File: config.mk
export PLATFORM = sky130hd
export DESIGN_NAME = burst_addr_seq
export DESIGN_NICKNAME = d
export VERILOG_FILES = /design/src/rtl/bseq_pkg.sv /design/src/rtl/bseq_ctrl.sv /design/src/rtl/bseq_order.sv /design/src/rtl/burst_addr_seq.sv
export SDC_FILE = /design/constraint.sdc
export NUM_CORES = 1
export LEC_CHECK = 0
export ABC_AREA = 1
export BUFFER_PORTS_ARGS = -buffer_cell sky130_fd_sc_hd__buf_2
export CAP_MARGIN = 25
export CORE_AREA = 2 2 39 41
export CTS_BUF_LIST = sky130_fd_sc_hd__clkbuf_2
export CTS_CLUSTER_SIZE = 28
export DETAILED_ROUTE_END_ITERATION = 8
export DIE_AREA = 0 0 41 43
export GPL_ROUTABILITY_DRIVEN = 0
export PLACE_DENSITY = 0.39
export RECOVER_POWER = 100
export SYNTH_ARGS = -nofsm -noshare
export SYNTH_HDL_FRONTEND = slang
export SYNTH_SLANG_ARGS = --single-unit
File: constraint.sdc
create_clock -name clk -period 0.9 [get_ports clk]
set_clock_uncertainty 0.2 [all_clocks]
set_input_delay 0.045 -clock clk [delete_from_list [all_inputs] [get_ports clk]]
set_output_delay 0.045 -clock clk [all_outputs]
set_load 0.005 [all_outputs]
File: src/rtl/bseq_pkg.sv
package bseq_pkg;

    typedef enum logic {
        ST_IDLE  = 1'b0,
        ST_BURST = 1'b1
    } bseq_state_e;

endpackage

File: src/rtl/bseq_ctrl.sv
module bseq_ctrl
    import bseq_pkg::*;
#(
    parameter int AW = 2
) (
    input  logic          clk,
    input  logic          rst_n,
    input  logic          load,
    input  logic          adv_n,
    input  logic [AW-1:0] start_bits,
    output logic [AW-1:0] start_q,
    output logic [AW-1:0] idx_q
);

    bseq_state_e   state_q, state_d;
    logic [AW-1:0] start_d, idx_d;

    // state register
    always_ff @(posedge clk) begin
        if (!rst_n) begin
            state_q <= ST_IDLE;
            start_q <= '0;
            idx_q   <= '0;
        end else begin
            state_q <= state_d;
            start_q <= start_d;
            idx_q   <= idx_d;
        end
    end

    // next state and next counters
    always_comb begin
        state_d = state_q;
        start_d = start_q;
        idx_d   = idx_q;
        if (load) begin
            state_d = ST_BURST;
            start_d = start_bits;
            idx_d   = '0;
        end else begin
            unique case (state_q)
                ST_IDLE: begin
                    idx_d = '0;
                end
                ST_BURST: begin
                    if (!adv_n) idx_d = idx_q + AW'(1);
                end
                default: ;
            endcase
        end
    end

    a_r5_step: assert property (@(posedge clk) disable iff (!rst_n)
        (state_q == ST_BURST && !load && !adv_n) |=> (idx_q == AW'($past(idx_q) + 1'b1)));

    a_r6_hold: assert property (@(posedge clk) disable iff (!rst_n)
        (!load && adv_n) |=> ($stable(idx_q) && $stable(start_q)));

    a_r7_load_wins: assert property (@(posedge clk) disable iff (!rst_n)
        (load && !adv_n) |=> (idx_q == '0));

    a_r9_idle_ignore: assert property (@(posedge clk) disable iff (!rst_n)
        (state_q == ST_IDLE && !load) |=> (idx_q == '0));

endmodule

File: src/rtl/bseq_order.sv
module bseq_order #(
    parameter int AW = 2
) (
    input  logic          mode,
    input  logic [AW-1:0] start_q,
    input  logic [AW-1:0] idx_q,
    output logic [AW-1:0] addr
);

    logic [AW-1:0] ilv, lin;

    // interleaved order: bitwise XOR of start and beat index
    for (genvar b = 0; b < AW; b++) begin : g_ilv
        assign ilv[b] = start_q[b] ^ idx_q[b];
    end

    // linear order: modular add, carry drops out of the field
    assign lin  = start_q + idx_q;
    assign addr = mode ? ilv : lin;

endmodule

File: src/rtl/burst_addr_seq.sv
module burst_addr_seq #(
    parameter int AW = 2
) (
    input  logic          clk,
    input  logic          rst_n,
    input  logic          load,
    input  logic [AW-1:0] start_bits,
    input  logic          adv_n,
    input  logic          mode,
    output logic [AW-1:0] beat_addr,
    output logic [AW-1:0] beat_idx
);

    logic [AW-1:0] start_q, idx_q;

    bseq_ctrl #(.AW(AW)) u_ctrl (
        .clk        (clk),
        .rst_n      (rst_n),
        .load       (load),
        .adv_n      (adv_n),
        .start_bits (start_bits),
        .start_q    (start_q),
        .idx_q      (idx_q)
    );

    bseq_order #(.AW(AW)) u_order (
        .mode    (mode),
        .start_q (start_q),
        .idx_q   (idx_q),
        .addr    (beat_addr)
    );

    assign beat_idx = idx_q;

    a_r2_first_beat: assert property (@(posedge clk) disable iff (!rst_n)
        load |=> (beat_addr == $past(start_bits) && beat_idx == '0));

endmodule

# Word level (Yosys, flattened, before mapping)
# Index checks and enable logic that the tools add are counted.
# word_totals
ff_bits,5
inputBits,7
output_inout_bits,4
# classes
add_sub_neg,2
eq_ne,1
n_mux,3
bitwise_logic,4
n_reduce_logical,1
# op_table
op,count
$mux 2,2
$pmux 2 s2,1
$add 2x1->2 const B,1
$add 2x2->2,1
$ne 2x2->1 const B,1
$not 1->1,2
$reduce_or 2->1,1
$xor 1x1->1,2

# Depth between registers and ports, before layout
# Gate-level depths: netlist of run 1.
# depth
depth_word,3
depth_mapped,6
depth_no_buf,6

# Modules after synthesis
# A second synthesis of run 1 with hierarchy kept.
# hier_totals
hier_cells,38
area_unflattened_um2,256.5
# modules_own_cells
mod,n_inst,cells_per_inst,area_per_inst_um2,seq_area_each_um2
bseq_ctrl,1,23,188.9,100.1
bseq_order,1,15,67.6,0.0

# Worst setup path before layout of run 1
# No wires, ideal clock.
# synth_timing
kind,reg2out
from,reg u_ctrl.idx_q[0]
to,out beat_addr[1]
arrival_time_ps,786
required_time_ps,655
slack_ps,-131
path_stages_with_launch,7
path_buffers,0
cell_sequence,dfxtp_1 ha_1 inv_1 nor2_1 nand3_1 nand2_1 inv_1
# synth_via
elab_chain_cells,2
# synth_rtl
element,line,rtl
start: declaration,bseq_ctrl.sv:12,output logic [AW-1:0] idx_q
start signal: assignment,bseq_ctrl.sv:27,idx_q <= idx_d;
$add 2x2->2,bseq_order.sv:18,assign lin = start_q + idx_q;
$mux 2,bseq_order.sv:19,assign addr = mode ? ilv : lin;
end: declaration,burst_addr_seq.sv:10,"output logic [AW-1:0] beat_addr,"
# No other way between the ends.

# Worst setup path after layout of run 1
# layout_timing
from,reg u_ctrl.start_q[0]
to,out beat_addr[1]
# layout_via
elab_chain_cells,2
# layout_rtl
element,line,rtl
start: declaration,bseq_ctrl.sv:11,"output logic [AW-1:0] start_q,"
start signal: assignment,bseq_ctrl.sv:26,start_q <= start_d;
$add 2x2->2,bseq_order.sv:18,
$mux 2,bseq_order.sv:19,
# No other way between the ends.

==> metrics.yaml, run 1 <==
run_status:
  outcome: "complete, but fails checks"
  violations: "hold timing, setup timing"
synth:
  async_flop_share: 0
  syn_inst: 37
  yosys.area_share.xor_xnor: 0
  synth.largest_area_cell: "dfxtp_1"
  seq_area_frac_synth: 0.388
  synth-simple-area-share: 0.340
  syn_area_per_cell_um2: 6.97
  syn_nets: 45
  synth-warning-count: 0
  synth_compound_area_frac: 0.107
  ys_ff_latch: 5
  synth_top_family_by_area: "simple AND/OR/NAND/NOR gates"
  synth_fa_ha_area_frac: 0.0485
  synth_cell_types: 14
  syn_area_um2: 258
  synth_edf_count: 0
  synth_mux_area_frac: 0
  yosys.area.top_type_share: 0.388
  yosys-top-cells-area: "dfxtp_1, nand2_1, inv_1"
  synthFlopType: "dfxtp_1"
setup_path:
  required_ps: 650
  path_max_fanout: 2
  arrival_ps: 1070
  end_kind: "primary output"
  path_class: "flop to primary output"
  rrSetupSlack_ps: -180
  crit_path_start_kind: "flop"
finish:
  fillerInstances: 161
  final_cell_mix: "nand2_1, buf_2, inv_2, clkbuf_2, buf_4"
  synthToLayoutAreaGrowth_pct: 71.4
  diodes: 0
  nets: 65
  drive_above_1_share: 0.625
drt:
  firstDrtPassIters: 1
  wl_um: 543
  drtIter0Drc: 0
  antenna_left: 0
  drc: 0
  vias_per_cell: 3.79
  vias: 273
  wire_per_inst_um: 7.54
clock_network:
  cts_tree: "built"
  path_clk_slew_ps: 60
  clock_latency_ps: 210
  htree_levels: 1
  root_buffer: "clkbuf_2"
  clk_path_buf_depth: 2
  cts-buffers-inserted: 3
  cts.sinks: 5
sta:
  setup-violations-final: 6
  grt_setup_unrepaired: "true"
  fmax_ghz: 0.762
  finalCritPeriodShare: 1.46
  worstMarginPinSlew_ps: 150
  maxSlewHeadroom: 0.900
  finalHoldViolCount: 5
  finalCriticalPeriod_ps: 1310
  finalSetupTns_ps: -1420
  hold_slack_ps: -143
  worst_slack_ps: -412
  slew_violations: 0
floorplanning:
  fp-row-count: 14
  dieArea_um2: 1760
  die_w_um: 41
  die_h_um: 43
  io_pins: 11
  start_util: 0.186
  fp.coreArea_um2: 1380
grt:
  grt_pass1_vias: 268
  grt_pass1_wl_um: 972
  grt_max_degree: 5
  gr-total-overflow: 0
  grt_usage: 0.0885
  antenna_found_initial: 0
worst_hold_path:
  holdCritPathClass: "input pin to flop"
power_and_ir_drop:
  ir_drop_v: 0.000483
  clockPowerShare: 0.393
  p_per_area_nw_per_um2: 1200
  leakagePower_nw: 0.210
  p_switching_uw: 140
  seq_power_share: 0.446
  p_sw_frac: 0.263
  power.share.combinational: 0.161
  internal_power_uw: 392
run:
  max_cap_violations: 0
placed_design:
  place_hpwl_um: 456
  portBuffers: 10
  dp_worst_setup_slack_ps: -195
[per-layer routing]
metal	part of all wire	track usage	vias up
met3	0.059	0.0157	0
met5	0	0	-
li1	-	-	151
met1	0.43	0.0971	115
met2	0.50	0.116	7
met4	0	0.120	0
[critical path, stage by stage (launching register included)]
cell and delay, ps:
dfxtp_2 350, ha_4 140, inv_2 20, nor2_1 70, nand3_1 70, nand2_1 60, inv_1 30, buf_2 110
[repair_timing]
item | 4_1_cts | 5_1_grt
endpoints found under the hold margin | 5 | 5
setup endpoints to repair | 7 | 7
resized for setup | 5 | 8
pin swaps | 0 | 1
setup buffers | 1 | 1
[logic make-up after synthesis]
family,after synthesis
adder cells (fa/ha/maj),1
flip-flops,5
buffers and inverters,8
AND/OR/NAND/NOR,18
AO/OA/AOI/OAI,5
[power by group through the flow]
stage / Clock [mW] / Combinational (mW) / Sequential, mW
floorplan: 0 / 0.0334 / 0.243
detailed placement: 0 / 0.0689 / 0.245
global route: 0.241 / 0.0964 / 0.238
finish: 0.209 / 0.0855 / 0.237
CTS: 0.223 / 0.0785 / 0.240
global placement: 0 / 0.0700 / 0.244
[flip-flops by register name, indices dropped and copies added (netlist names)]
signal and count:
u_ctrl.start_q 2, u_ctrl.idx_q 2, u_ctrl.state_q 1
[cell usage after synthesis (2+ instances only)]
library cell	instances
o21ai_1	2
nor2_1	4
dfxtp_1	5
nand3_1	2
nor2_2	2
inv_2	2
inv_1	6
nand2_1	8
[final timing paths]
path,from,to,depth (start not counted)
worst max-delay path,u_ctrl.start_q[0],beat_addr[1],7
worst max register to register,u_ctrl.idx_q[0],u_ctrl.idx_q[0],4
worst min register to register,u_ctrl.state_q,u_ctrl.state_q,1
worst min-delay path,start_bits[0],u_ctrl.start_q[0],3
[cell type report]
cell class / instances / area (um^2) / share of cell area
sequential: 5 / 110 / 0.249
clock buffer: 4 / 20.0 / 0.0453
tap: 16 / 20.0 / 0.0453
timing repair buffer: 15 / 104 / 0.235
inverter: 8 / 30.0 / 0.0680
multi-input combinational: 24 / 158 / 0.357
[metrics by stage]
step	std cells	instance area [um^2]	utilization	hold slack, ps	total power, mW
2_1_floorplan	37	275	-	-37.5	0.277
3_3_place_gp	67	375	0.271	76.3	0.314
3_5_place_dp	67	375	0.271	76.0	0.314
4_1_cts	72	415	0.300	-158	0.541
5_1_grt	72	442	0.319	-143	0.576
6_report	72	442	0.319	-143	0.532
Note: power is estimated with default switching activity, not from simulation.
==> inputs of run 2 (changes only) <==
--- a/config.mk
+++ b/config.mk
@@ -14,6 +14,7 @@
 export DETAILED_ROUTE_END_ITERATION = 8
 export DIE_AREA = 0 0 41 43
 export GPL_ROUTABILITY_DRIVEN = 0
+export GPL_TIMING_DRIVEN = 0
 export PLACE_DENSITY = 0.39
 export RECOVER_POWER = 100
 export SYNTH_ARGS = -nofsm -noshare
==> run 2 against run 1 <==
The flow still finishes with violations (hold timing, setup timing). Clock power about the same. Critical path depth unchanged. Largest power group unchanged. Die area unchanged. Routed wire length down 4.8%. Via count down 6.2%. Maximum frequency up 0.92%. Largest cell class unchanged.
==> metrics.yaml, run 2 (synthesis results as in run 1) <==
sta:
  slew_violations: 0  # unchanged
  finalHoldViolCount: 5  # unchanged
  fmax_ghz: 0.769  # +0.92%
  worst_slack_ps: -400  # +12.0 ps
  finalCritPeriodShare: 1.44  # -0.0133
  maxSlewHeadroom: 0.914  # +0.0140
  finalCriticalPeriod_ps: 1300  # -12.0 ps
  grt_setup_unrepaired: "true"
  setup-violations-final: 6  # unchanged
  hold_slack_ps: -144  # -0.718 ps
  worstMarginPinSlew_ps: 128  # -21.4 ps
setup_path:
  path_cells: "ha_4, inv_2, nor2_2, nand3_1, nand2_1, inv_1, buf_2"
  arrival_ps: 1060  # about the same
  cp-endpoint: "beat_addr[1]"
  crit_path_start_kind: "flop"
  setup.worst_path.start: "u_ctrl.idx_q[0]"
  rrSetupSlack_ps: -240  # -60 ps
  slowest_stage: "dfxtp_4"
  r2r_start: "u_ctrl.idx_q[0]"
  critPathTopFamily: "flip-flops"
  max_stage_delay_ps: 360  # about the same
  cp_num_buf_inv: 3  # unchanged
  r2r-end: "u_ctrl.idx_q[1]"
  worst-path-stages: 7  # unchanged
  path_max_fanout: 2  # unchanged
  required_ps: 650  # about the same
  end_kind: "primary output"
  path_class: "flop to primary output"
  reg2reg_depth: 7  # +3
drt:
  vias: 256  # -6.2%
  drtIter0Drc: 0  # unchanged
  wl_um: 517  # -4.8%
  firstDrtPassIters: 1  # unchanged
  wire_per_inst_um: 7.49  # -0.65%
  antenna_left: 0  # unchanged
  vias_per_cell: 3.71  # -2.2%
  drc: 0  # unchanged
finish:
  synthToLayoutAreaGrowth_pct: 62.6
  fillerInstances: 167  # +3.7%
  final_cell_mix: "nand2_1, buf_2, inv_1, clkbuf_2, buf_6"
  register_area_um2: 109  # -1.1%
  final_common_cell: "nand2_1"
  top_regs: "u_ctrl.idx_q: 2 flops, u_ctrl.start_q: 2 flops, u_ctrl.state_q: 1 flops"
  multi_input_area_um2: 150  # -4.8%
  drive_above_1_share: 0.566  # -0.0590
  diodes: 0  # unchanged
  final_core_util: 0.303  # -0.0163
  nets: 62  # -4.6%
floorplanning:
  fp.coreArea_um2: 1380  # unchanged
  die_w_um: 41  # unchanged
  die_h_um: 43  # unchanged
  fp-row-count: 14  # unchanged
  start_util: 0.186  # unchanged
  dieArea_um2: 1760  # unchanged
  io_pins: 11  # unchanged
power_and_ir_drop:
  leakagePower_nw: 0.194  # -7.7%
  ir_drop_v: 0.000468  # -3.1%
  p_switching_uw: 134  # -4.2%
  p_per_area_nw_per_um2: 1240  # +3.2%
  clockPowerShare: 0.397  # +0.004
  power.share.combinational: 0.149  # -0.012
  internal_power_uw: 387  # -1.3%
  seq_power_share: 0.454  # +0.008
  p_sw_frac: 0.257  # -0.00562
grt:
  grt_usage: 0.0835  # -0.00503
  grt_max_degree: 6  # +1
  antenna_found_initial: 0  # unchanged
  gr-total-overflow: 0  # unchanged
  grt_pass1_wl_um: 890  # -8.4%
  grt_pass1_vias: 236  # -12%
clock_network:
  clock_latency_ps: 210  # about the same
  cts_tree: "built"
  root_buffer: "clkbuf_2"
  htree_levels: 1  # unchanged
  clk_path_buf_depth: 2  # unchanged
  path_clk_slew_ps: 60  # about the same
  cts-buffers-inserted: 3  # unchanged
  cts.sinks: 5  # unchanged
run:
  max_cap_violations: 0  # unchanged
placed_design:
  place_hpwl_um: 408  # -11%
  dp_worst_setup_slack_ps: -214  # -19.7 ps
  portBuffers: 10  # unchanged
run_status:
  outcome: "complete, but fails checks"
  violations: "hold timing, setup timing"
worst_hold_path:
  holdCritPathClass: "input pin to flop"
## run 2: metrics by stage
stage          hold slack (ps)  cells  power [mW]  area (um^2)  setup TNS (ps)
2_1_floorplan            -37.5     37       0.277          275            -135
3_3_place_gp              79.1     63       0.307          345            -384
3_5_place_dp              85.0     63       0.307          345            -365
4_1_cts                   -154     68       0.536          394           -1250
5_1_grt                   -147     69       0.574          419           -1740
6_report                  -144     69       0.521          419           -1320
## run 2: layer usage
layer | GRT usage | vias up | wire length [um]
met4 | 0.100 | 0 | 0
li1 | - | 145 | -
met2 | 0.106 | 7 | 228
met5 | 0 | - | 0
met3 | 0.0314 | 0 | 24
met1 | 0.0906 | 104 | 264
## run 2: layout make-up
cell class	count	area share
clock buffers	4	0.0478
inverters	8	0.0776
multi-input cells	24	0.358
flip-flops and latches	5	0.260
well taps	16	0.0478
repair buffers	12	0.209
## run 2: power by group through the flow
stage / combinational [mW] / sequential, mW / clock, mW
3_3_place_gp: 0.0622 / 0.245 / 0
4_1_cts: 0.0750 / 0.239 / 0.222
6_report: 0.0777 / 0.236 / 0.207
3_5_place_dp: 0.0620 / 0.245 / 0
5_1_grt: 0.0889 / 0.237 / 0.248
2_1_floorplan: 0.0334 / 0.243 / 0
## run 2: worst min path at each step
stage / start / end / slack [ps] / cells past startpoint
2_1_floorplan: rst_n / u_ctrl.state_q / -40 / 1
3_3_place_gp: start_bits[0] / u_ctrl.start_q[0] / 80 / 3
3_5_place_dp: start_bits[0] / u_ctrl.start_q[0] / 80 / 3
4_1_cts: start_bits[0] / u_ctrl.start_q[0] / -150 / 3
5_1_grt: start_bits[0] / u_ctrl.start_q[0] / -150 / 3
6_report: start_bits[0] / u_ctrl.start_q[0] / -140 / 3
## run 2: repair_timing
item	4_1_cts	5_1_grt
gates cloned	0	0
gates resized for setup	6	5
buffers inserted	1	1
endpoints found under the hold margin	5	5
endpoints found under the setup margin	6	6
pin swaps	1	2
## run 2: worst register-to-register path, delay by kind of cell, from the launching register on
kind	cells	cell delay, ps
AND/OR/NAND/NOR	4	250
buffers and inverters	3	240
flip-flops	1	360
==> inputs of run 3 (changes only) <==
--- a/config.mk
+++ b/config.mk
@@ -17,6 +17,7 @@
 export GPL_TIMING_DRIVEN = 0
 export PLACE_DENSITY = 0.39
 export RECOVER_POWER = 100
+export REMOVE_ABC_BUFFERS = 1
 export SYNTH_ARGS = -nofsm -noshare
 export SYNTH_HDL_FRONTEND = slang
 export SYNTH_SLANG_ARGS = --single-unit
==> run 3 against run 2 <==
The run still ends with hold timing, setup timing left. Global-route usage shrank 0.62 points. Critical endpoint unchanged. Cell count is the same. Critical path depth unchanged. Count of clock-buffer cells in the layout unchanged. Routed wire length decreased by 0.77%. Die area unchanged.
==> metrics.yaml, run 3 (synthesis results as in run 1) <==
run_status:
  outcome: "complete, but fails checks"
  violations: "hold timing, setup timing"
finish:
  drive_above_1_share: 0.566  # unchanged
  final_cell_mix: "nand2_1, buf_2, inv_1, clkbuf_2, buf_6"
  final_common_cell: "nand2_1"
  nets: 62  # unchanged
  diodes: 0  # unchanged
  top_regs: "u_ctrl.idx_q: 2 flops, u_ctrl.start_q: 2 flops, u_ctrl.state_q: 1 flops"
  synthToLayoutAreaGrowth_pct: 62.6  # unchanged
  fillerInstances: 153  # -8.4%
power_and_ir_drop:
  p_switching_uw: 131  # -2.5%
  p_total_uw: 518  # -0.61%
  leakagePower_nw: 0.194  # about the same
  p_per_area_nw_per_um2: 1240  # -0.61%
  power.share.combinational: 0.150  # about the same
  p_sw_frac: 0.252  # -0.00491
  seq_power_share: 0.457  # +0.003
  internal_power_uw: 387  # about the same
  clockPowerShare: 0.393  # -0.004
  ir_drop_v: 0.000488  # +4.3%
sta:
  finalSetupTns_ps: -1310  # +4.15 ps
  finalCritPeriodShare: 1.46  # +0.0107
  setup-violations-final: 6  # unchanged
  worst_slack_ps: -410  # -9.67 ps
  hold_slack_ps: -144  # -0.152 ps
  finalCriticalPeriod_ps: 1310  # +9.67 ps
  maxSlewHeadroom: 0.914  # about the same
  fmax_ghz: 0.763  # -0.74%
  slew_violations: 0  # unchanged
  finalHoldViolCount: 5  # unchanged
  grt_setup_unrepaired: "true"
  worstMarginPinSlew_ps: 127  # -1.29 ps
clock_network:
  cts_tree: "built"
  cts.sinks: 5  # unchanged
  root_buffer: "clkbuf_2"
  cts-buffers-inserted: 3  # unchanged
  clock_latency_ps: 210  # about the same
  clk_path_buf_depth: 2  # unchanged
  htree_levels: 1  # unchanged
  path_clk_slew_ps: 50  # about the same
drt:
  wl_um: 513  # -0.77%
  wire_per_inst_um: 7.43  # -0.77%
  antenna_left: 0  # unchanged
  vias_per_cell: 3.77  # +1.6%
  vias: 260  # +1.6%
  drc: 0  # unchanged
  drtIter0Drc: 1  # +1
  firstDrtPassIters: 2  # +1
floorplanning:
  io_pins: 11  # unchanged
  start_util: 0.186  # unchanged
  dieArea_um2: 1760  # unchanged
  die_w_um: 41  # unchanged
  die_h_um: 43  # unchanged
  fp-row-count: 14  # unchanged
  fp.coreArea_um2: 1380  # unchanged
grt:
  grt_max_degree: 6  # unchanged
  grt_usage: 0.0773  # -0.00619
  grt_pass1_vias: 239  # +1.3%
  antenna_found_initial: 0  # unchanged
  gr-total-overflow: 0  # unchanged
  grt_pass1_wl_um: 834  # -6.3%
placed_design:
  place_hpwl_um: 422  # +3.5%
  portBuffers: 10  # unchanged
setup_path:
  end_kind: "primary output"
  arrival_ps: 1060  # about the same
  required_ps: 650  # about the same
  path_max_fanout: 2  # unchanged
  crit_path_start_kind: "flop"
  path_class: "flop to primary output"
run:
  max_cap_violations: 0  # unchanged
worst_hold_path:
  holdCritPathClass: "input pin to flop"
## run 3: cell counts in the layout (fill, tap and decap cells not counted)
Identical to the previous run, type by type.
## run 3: layout make-up
type,instances,area (um^2),share of cell area
Clock buffer,4,20.0,0.0478
Inverter,8,32.5,0.0776
Multi-Input combinational cell,24,150,0.358
Sequential cell,5,109,0.260
Tap cell,16,20.0,0.0478
Timing Repair Buffer,12,87.6,0.209
## run 3: power groups by stage
stage / Combinational, mW / Clock [mW] / Sequential [mW]
after detailed placement: 0.0606 / 0 / 0.244
after floorplan: 0.0314 / 0 / 0.243
after global placement: 0.0603 / 0 / 0.244
final: 0.0778 / 0.204 / 0.236
after CTS: 0.0732 / 0.220 / 0.239
after global routing: 0.0890 / 0.238 / 0.237
## run 3: repair_timing
item,4_1_cts,5_1_grt
buffers inserted,1,1
setup endpoints to repair,6,6
pin swaps,1,3
endpoints found under the hold margin,5,5
gates resized for setup,12,5
## run 3: per-layer routing
layer,GRT usage,up-vias,wire [um]
met5,0,-,0
met4,0.100,0,0
met3,0.0157,0,26
met2,0.113,6,284
met1,0.0740,108,202
li1,-,146,-
## run 3: metrics by stage
step	instance area, um^2	hold WS (ps)	setup slack (ps)	cells	util
after global routing	419	-157	-539	69	0.303
after detailed placement	328	76.7	-296	63	0.237
after global placement	328	80.3	-294	63	0.237
after CTS	394	-161	-449	68	0.285
after floorplan	258	-37.5	-131	37	-
final	419	-144	-410	69	0.303
## run 3: worst paths after layout
| path | from | to | slack, ps | cells past startpoint |
|---|---|---|---|---|
| worst max-delay path | u_ctrl.start_q[0] | beat_addr[1] | -410 | 7 |
| worst min register to register | u_ctrl.state_q | u_ctrl.state_q | 270 | 1 |
| worst max register to register | u_ctrl.idx_q[0] | u_ctrl.idx_q[1] | -240 | 7 |
| worst min-delay path | start_bits[0] | u_ctrl.start_q[0] | -140 | 3 |
## run 3: worst max-delay path, cell delays in order, from the launching register on
cell     delay (ps)
dfxtp_2         350
ha_4            140
inv_2            30
nor2_2           70
nand3_1          70
nand2_1          50
inv_1            30
buf_2           110
